`src/rtl/mb_out_seq.sv`:
```
module mb_out_seq #(
  parameter int DW         = 8,
  parameter int NBLK       = 6,
  parameter int PRE_LEN    = 2,
  parameter int HDR_LEN    = 2,
  parameter int GAP_LEN    = 32,
  parameter int IDX_LEN    = 15,
  parameter int PAIR_LEN   = 2,
  parameter int SUB_BUDGET = 335
) (
  input  logic            clk,
  input  logic            rst,
  input  logic            start,
  input  logic            dummy,
  input  logic [DW-1:0]   gob_num,
  input  logic [DW-1:0]   mb_num,
  input  logic [5:0]      ctrl_flags,
  input  logic [DW-1:0]   quant,
  input  logic [DW-1:0]   mv_h,
  input  logic [DW-1:0]   mv_v,
  input  logic [NBLK-1:0] cbp,
  output logic            coef_req,
  input  logic            coef_valid,
  input  logic [DW-1:0]   coef_run,
  input  logic [DW-1:0]   coef_mag,
  input  logic            coef_last,
  output logic [3:0]      mode,
  output logic [DW-1:0]   data,
  output logic            strobe,
  output logic            ready,
  output logic            overflow
);
  localparam int BW = (NBLK > 1) ? $clog2(NBLK) : 1;
  localparam int CW = $clog2(SUB_BUDGET + 1);
  localparam logic [CW-1:0] SB_END = CW'(SUB_BUDGET - 1);

  typedef enum logic [3:0] {
    S_IDLE, S_W0, S_CTRL, S_GOB, S_MB, S_CBP, S_QNT, S_MVH, S_MVV,
    S_GAP, S_IDX, S_RUN, S_MAG, S_W1, S_PAD
  } st_t;

  st_t st, nst;
  logic [CW-1:0] cnt, ncnt, sbc;
  logic [BW-1:0] blk, nblk;
  logic [NBLK-1:0] rem, nrem, cbp_q;
  logic [DW-1:0] gob_q, mb_q, qnt_q, mvh_q, mvv_q, run_q, mag_q, ndata;
  logic [5:0] flg_q;
  logic dummy_q, last_q;

  function automatic int len_of(st_t s);
    case (s)
      S_W0:          len_of = PRE_LEN;
      S_GAP:         len_of = GAP_LEN;
      S_IDX:         len_of = IDX_LEN;
      S_RUN, S_MAG:  len_of = PAIR_LEN;
      S_CTRL, S_GOB, S_MB, S_CBP, S_QNT, S_MVH, S_MVV: len_of = HDR_LEN;
      default:       len_of = 1;
    endcase
  endfunction

  function automatic logic [3:0] code_of(st_t s);
    case (s)
      S_GOB:  code_of = 4'd0;
      S_MB:   code_of = 4'd1;
      S_CTRL: code_of = 4'd2;
      S_QNT:  code_of = 4'd3;
      S_MVH:  code_of = 4'd4;
      S_MVV:  code_of = 4'd5;
      S_CBP:  code_of = 4'd6;
      S_IDX:  code_of = 4'd7;
      S_RUN:  code_of = 4'd8;
      S_MAG:  code_of = 4'd9;
      default: code_of = 4'd15;
    endcase
  endfunction

  function automatic logic [BW-1:0] low_idx(input logic [NBLK-1:0] m);
    low_idx = '0;
    for (int i = NBLK - 1; i >= 0; i--) if (m[i]) low_idx = BW'(i);
  endfunction

  wire done      = (cnt == CW'(len_of(st) - 1));
  wire fetch     = coef_req && coef_valid;
  wire budget_up = (sbc >= SB_END);
  wire in_sub    = (st == S_IDX) || (st == S_RUN) || (st == S_MAG) || (st == S_W1);
  wire [BW-1:0]   first_blk = low_idx(rem);
  wire [NBLK-1:0] rem_clr   = rem & ~(NBLK'(1) << first_blk);
  wire st_t       after_sub = (rem != '0) ? S_IDX : S_IDLE;

  always_comb begin
    nst  = st;
    ncnt = cnt + 1'b1;
    nblk = blk;
    nrem = rem;
    case (st)
      S_IDLE: if (start) nst = S_W0;
      S_W0:   if (done) nst = dummy_q ? S_GOB : S_CTRL;
      S_CTRL: if (done) nst = S_GOB;
      S_GOB:  if (done) nst = S_MB;
      S_MB:   if (done) nst = S_CBP;
      S_CBP:  if (done) nst = S_QNT;
      S_QNT:  if (done) nst = S_MVH;
      S_MVH:  if (done) nst = S_MVV;
      S_MVV:  if (done) nst = (cbp_q != '0) ? S_GAP : S_IDLE;
      S_GAP:  if (done) nst = S_IDX;
      S_IDX:  if (done) begin
                if (fetch) nst = S_RUN;
                else ncnt = cnt;
              end
      S_RUN:  if (done) nst = S_MAG;
      S_MAG:  if (done) nst = S_W1;
      S_W1:   if (last_q) nst = budget_up ? after_sub : S_PAD;
              else if (fetch) nst = S_RUN;
              else ncnt = cnt;
      S_PAD:  if (budget_up) nst = after_sub;
      default: nst = S_IDLE;
    endcase
    if (nst != st || st == S_IDLE || st == S_PAD) ncnt = '0;
    if (nst == S_IDX && st != S_IDX) begin
      nblk = first_blk;
      nrem = rem_clr;
    end
  end

  always_comb begin
    case (nst)
      S_CTRL: ndata = DW'({1'b0, flg_q[5:4], 1'b0, flg_q[3:0]});
      S_GOB:  ndata = gob_q;
      S_MB:   ndata = mb_q;
      S_CBP:  ndata = DW'(cbp_q);
      S_QNT:  ndata = qnt_q;
      S_MVH:  ndata = mvh_q;
      S_MVV:  ndata = mvv_q;
      S_IDX:  ndata = DW'(nblk);
      S_RUN:  ndata = fetch ? coef_run : run_q;
      S_MAG:  ndata = mag_q;
      default: ndata = '0;
    endcase
  end

  always_ff @(posedge clk) begin
    if (rst) begin
      st <= S_IDLE; cnt <= '0; sbc <= '0; blk <= '0; rem <= '0;
      mode <= 4'd15; data <= '0; strobe <= 1'b0; ready <= 1'b1;
      overflow <= 1'b0; coef_req <= 1'b0; last_q <= 1'b0;
      run_q <= '0; mag_q <= '0;
    end else begin
      st  <= nst;
      cnt <= ncnt;
      blk <= nblk;
      rem <= nrem;
      if (nst == S_IDX && st != S_IDX) sbc <= '0;
      else if (sbc != '1) sbc <= sbc + 1'b1;
      mode     <= code_of(nst);
      data     <= ndata;
      strobe   <= (mode != 4'd15) && (code_of(nst) == mode);
      ready    <= (nst == S_IDLE);
      coef_req <= (nst == S_IDX && ncnt == CW'(IDX_LEN - 1)) || (nst == S_W1 && !last_q);
      if (fetch) begin
        run_q  <= coef_run;
        mag_q  <= coef_mag;
        last_q <= coef_last;
      end
      if (in_sub && budget_up && !(st == S_W1 && last_q)) overflow <= 1'b1;
    end
    if (st == S_IDLE && start) begin
      gob_q <= gob_num; mb_q <= mb_num; flg_q <= ctrl_flags; qnt_q <= quant;
      mvh_q <= mv_h; mvv_q <= mv_v; cbp_q <= cbp; dummy_q <= dummy;
      if (!rst) rem <= cbp;
    end
  end

  assert_code_legal_R1: assert property (@(posedge clk) disable iff (rst)
    !(mode inside {[4'd10:4'd14]}));
  assert_strobe_after_hold_R2: assert property (@(posedge clk) disable iff (rst)
    strobe |-> (mode == $past(mode)) && (data == $past(data)));
  assert_strobe_drop_R2: assert property (@(posedge clk) disable iff (rst)
    (mode != $past(mode)) |-> !strobe);
  assert_wait_quiet_R3: assert property (@(posedge clk) disable iff (rst)
    (mode == 4'd15) |-> !strobe);
  assert_ready_in_wait_R11: assert property (@(posedge clk) disable iff (rst)
    ready |-> (mode == 4'd15) && !coef_req);
  assert_overflow_sticky_R10: assert property (@(posedge clk) disable iff (rst)
    $past(overflow) |-> overflow);
  assert_req_in_wait_or_idx_R13: assert property (@(posedge clk) disable iff (rst)
    coef_req |-> (mode == 4'd7) || (mode == 4'd15));
endmodule

```
`config.mk`:
```
export PLATFORM = sky130hd
export DESIGN_NAME = mb_out_seq
export DESIGN_NICKNAME = d
export VERILOG_FILES = /design/src/rtl/mb_out_seq.sv
export SDC_FILE = /design/constraint.sdc
export NUM_CORES = 1
export LEC_CHECK = 0
export BUFFER_PORTS_ARGS = -buffer_cell sky130_fd_sc_hd__buf_2
export CAP_MARGIN = 40
export CELL_PAD_IN_SITES_DETAIL_PLACEMENT = 0
export CELL_PAD_IN_SITES_GLOBAL_PLACEMENT = 1
export CORE_UTILIZATION = 35
export CTS_CLUSTER_DIAMETER = 120
export CTS_CLUSTER_SIZE = 16
export DETAILED_ROUTE_END_ITERATION = 16
export GPL_TIMING_DRIVEN = 0
export PLACE_DENSITY = 0.68
export SYNTH_ARGS = -nofsm -noshare
export SYNTH_HDL_FRONTEND = slang
export SYNTH_SLANG_ARGS = --single-unit
```
`constraint.sdc`:
```
create_clock -name clk -period 3.8 [get_ports clk]
set_clock_uncertainty 0.05 [all_clocks]
set_input_delay 0.95 -clock clk [delete_from_list [all_inputs] [get_ports clk]]
set_output_delay 0.95 -clock clk [all_outputs]
set_load 0.005 [all_outputs]
```
==> impl_summary.md <==
Setup path
Walking the worst path, the cells encountered are inv_1, ha_1, ha_1, xnor2_1, nor4_2, nand2_2, buf_4, or4_4, o221ai_4, mux4_1, xnor2_1, nor4_1. The category of the worst setup path capture point is a register. The critical path's top delay family is simple AND/OR/NAND/NOR gates.

Measured in cells, the most critical reg-to-reg path has a length of 12. The worst-path maximum fanout is 4. In this run the critical register-to-register path is captured at strobe. For flop-to-flop paths, the worst setup slack is 160 ps. STA classifies the critical path startpoint as a register. The sum of buffers and inverters on the critical path is 2.

The peak per-stage delay on the critical path is 670 ps. The type of the worst setup path is reg -> reg. The arrival time of the worst setup path is 3890 ps. STA puts the critical path data required time at 4060 ps. The slowest library cell on the worst path is sky130_fd_sc_hd__mux4_1.

Clock network
The count of H-tree levels built during CTS is 4. The CTS tree is built. The latest clock arrival within the worst-skew pair is 420 ps. After clock tree synthesis, the flow added hold-fix buffers numbering 0. The number of clock sinks is 121. After clock tree synthesis, the clock-pin slew on the worst setup and hold paths is 60 ps. The number of buffers added by the clock tree synthesis step is 17. CTS placed an instance of sky130_fd_sc_hd__clkbuf_16 at the clock tree root.

Counting along the longest clock path gives a buffer depth of 2.

Die
The floorplan step defined a die boundary enclosing 0.0170 sq mm. The overall die width is 131 microns. The initialized floorplan defines 46 standard-cell rows. The height of the chip is 131 microns.

Once the floorplan was initialized, standard cells occupied 36.1% of the core. For this design the top-level I/O count stands at 90. The area of the core region is 0.0160 sq mm.

STA
Counting I/O delays and the setup requirement, the final critical path takes 3640 ps. The final period utilization is 95.7%. Timing would allow up to 275 MHz. The pin slew with the least headroom to its limit is 696 ps. The setup violation total in the final timing report is 0. The max-slew violation total from the final report is 0. The worst path meets setup with 163 ps of slack. In this run the tightest slew margin relative to its limit is 53.6%. The number of failing hold endpoints at the final stage is 0.

Power and ir drop
The relative contribution of the clock network to total power is 33.7%. The reported leakage power is 2.79 nW. The cell-internal power is 3.19 mW. Across the VDD grid, the largest voltage drop is 0.369 mV. The analysis attributes to net switching a power of 1.62 mW. The total power density per cell area is 659 mW/mm^2. The part of the total power dissipated in combinational logic is 31.3%. The switching part of the total is 33.7%. The share of power burned in registers is 35.0%.

The total power is 4.81 mW.

Drt
The number of antenna-violating nets in the routed design is 0. The first detailed-routing pass took 5 iterations. In the routed layout, each cell is associated on average with a via count of 5.22. For this run, design rule violations remaining after detail routing come to 0. The final routed wire length divided by cell count is 17.1 microns. The detailed-route wire length is 15900 microns.

The via total after detailed routing is 4852. The initial DRC count is 231.

Min path
The count of cells along the worst hold path is 2. The class of the tightest hold or removal check is reg -> reg. The startpoint identified for the worst hold timing path is mag_q[1]. The endpoint of the worst hold path is mag_q[1].

Global routing
The maximum number of pins on one net before global-route repair is 41. The number of global-route vias before repair is 4737. The first-pass GRT wire length is 24900 microns.

The initial antenna violation count is 0. For this run the aggregate overflow at the end of global routing stands at 0. In the global route stage, overall resource usage came out at 19.7%.

Job
Across the run, the number of max-cap violations was 0.

Cells and area
The filler cell count in the final layout is 1597. Leaving out fill and tap cells, the most frequent cell in the layout is sky130_fd_sc_hd__buf_2. The ratio of cells with drive above 1 in the final layout is 26.8%. The repair_antennas step left the layout with diodes totalling 0. The top cell types in the final layout, fill and taps aside, are sky130_fd_sc_hd__buf_2 (93), sky130_fd_sc_hd__nand2_1 (79), sky130_fd_sc_hd__nor2_1 (66), sky130_fd_sc_hd__dfxtp_1 (66), sky130_fd_sc_hd__edfxtp_1 (53). The net count of the finished layout is 785. The signed area change from the synthesized netlist to the final layout is 26.1%.

Yosys
The netlist area before placement is 0.00578 sq mm. The fraction of synthesis flops using an asynchronous set or reset pin is 0%. Synthesis produced 582 cells. Synthesis inferred 121 register bits. Synthesis produced a netlist with a net count of 667. The portion of synthesized cell area occupied by the leading cell type is 27.5%. The mean post-synth cell area is 9.94 sq um.

The cell type contributing the most total cell area after synthesis is sky130_fd_sc_hd__edfxtp_1. The number of warnings printed during yosys synthesis is 0. In the post-synthesis netlist, the biggest area contributors are sky130_fd_sc_hd__edfxtp_1 (28%), sky130_fd_sc_hd__dfxtp_1 (24%), sky130_fd_sc_hd__nand2_1 (5.2%). The most frequently used flop master after synthesis is sky130_fd_sc_hd__dfxtp_1. The sequential-to-total area share from yosys stat is 51.1%. The number of flops mapped to enable cells by yosys is 53. In this run, distinct cell masters in the synthesized netlist total 74.

Place
The placer's final routability congestion estimate is 0.842. The setup slack after placement is -912 ps. The number of buffers inserted by port buffering is 89.

The detailed-placement wirelength estimate is 11500 microns.

Run status
The run finished with clean final reports.
-- worst max path at each step --
stage	to	slack, ps	depth (start not counted)
4_1_cts	data[1]	20	18
3_5_place_dp	data[1]	-910	18
2_1_floorplan	strobe	140	13
3_3_place_gp	data[1]	-910	18
5_1_grt	data[1]	-4	18
6_report	strobe	160	12
-- stage by stage --
step                      instances  cell area [sq um]  TNS [ps]  util [%]  hold WS [ps]
after detailed placement        888               6520    -13160      40.7           397
after floorplan                 582               5780         0         -           386
final                           929               7290         0      45.6           404
after global placement          887               6500    -12600      40.6           395
after global routing            929               7290     -5.11      45.6           417
after CTS                       922               7190         0      44.9           406
-- registers in the layout, indices dropped and copies added, names as in the netlist, 8 cells and up, named ones only --
register / count
cnt: 9
data: 8
gob_q: 8
mag_q: 8
mb_q: 8
mvh_q: 8
mvv_q: 8
qnt_q: 8
run_q: 8
sbc: 9
-- cells in the mapped netlist, types with 7 or more instances --
cell,n
sky130_fd_sc_hd__nand2_1,80
sky130_fd_sc_hd__dfxtp_1,68
sky130_fd_sc_hd__nor2_1,66
sky130_fd_sc_hd__edfxtp_1,53
sky130_fd_sc_hd__a21oi_1,39
sky130_fd_sc_hd__nand3_1,21
sky130_fd_sc_hd__clkbuf_1,18
sky130_fd_sc_hd__mux2i_1,18
sky130_fd_sc_hd__o21ai_0,16
sky130_fd_sc_hd__xor2_1,14
sky130_fd_sc_hd__inv_1,13
sky130_fd_sc_hd__xnor2_1,13
sky130_fd_sc_hd__ha_1,11
sky130_fd_sc_hd__a31oi_1,9
sky130_fd_sc_hd__nor3_1,8
sky130_fd_sc_hd__nor3b_1,7
-- layout make-up --
class | count | area, sq um | share of cell area (%)
Buffer | 29 | 166 | 2.28
Inverter | 14 | 55.1 | 0.755
Clock buffer | 18 | 429 | 5.88
Sequential cell | 121 | 2960 | 40.5
Multi-Input combinational cell | 416 | 2710 | 37.1
Clock inverter | 14 | 163 | 2.23
Timing Repair Buffer | 101 | 548 | 7.51
Tap cell | 216 | 270 | 3.70
-- per-layer routing --
metal | up-vias | GRT usage (%) | share of wire (%)
li1 | 2357 | - | -
met1 | 2342 | 25.2 | 45
met2 | 139 | 32.6 | 49
met3 | 14 | 4.60 | 4.5
met4 | 0 | 6.42 | 1.1
met5 | - | 0 | 0
-- logic make-up (layout without fill, tap and decap cells) --
| logic type | after synthesis | in the layout | share of synthesized area (%) |
|---|---|---|---|
| AND/OR/NAND/NOR | 228 | 228 | 18.8 |
| AO/OA/AOI/OAI | 129 | 129 | 16.2 |
| flip-flops | 121 | 121 | 51.1 |
| buffers and inverters | 45 | 176 | 3.53 |
| XOR/XNOR | 27 | 27 | 4.09 |
| multiplexers | 21 | 21 | 3.96 |
| adder cells (fa/ha/maj) | 11 | 11 | 2.38 |
-- worst register-to-register path: stages (launching register included) --
cell	delay, ps
sky130_fd_sc_hd__dfxtp_4	360
sky130_fd_sc_hd__inv_1	40
sky130_fd_sc_hd__ha_1	210
sky130_fd_sc_hd__ha_1	310
sky130_fd_sc_hd__xnor2_1	140
sky130_fd_sc_hd__nor4_2	300
sky130_fd_sc_hd__nand2_2	140
sky130_fd_sc_hd__buf_4	180
sky130_fd_sc_hd__or4_4	510
sky130_fd_sc_hd__o221ai_4	130
sky130_fd_sc_hd__mux4_1	670
sky130_fd_sc_hd__xnor2_1	160
sky130_fd_sc_hd__nor4_1	310
-- power groups by stage --
stage	logic (mW)	clock network (mW)	registers [mW]
after floorplan	0.859	0	1.68
after global placement	1.21	0	1.71
after detailed placement	1.24	0	1.71
after CTS	1.37	1.65	1.68
after global routing	1.64	1.71	1.70
final	1.50	1.62	1.69
-- repair_timing --
item                                    CTS  global route
endpoints found under the setup margin   31            10
pin swaps                                 3             6
resized for setup                        14            17
setup buffers                             4             7
(Power assumes the default switching activity.)
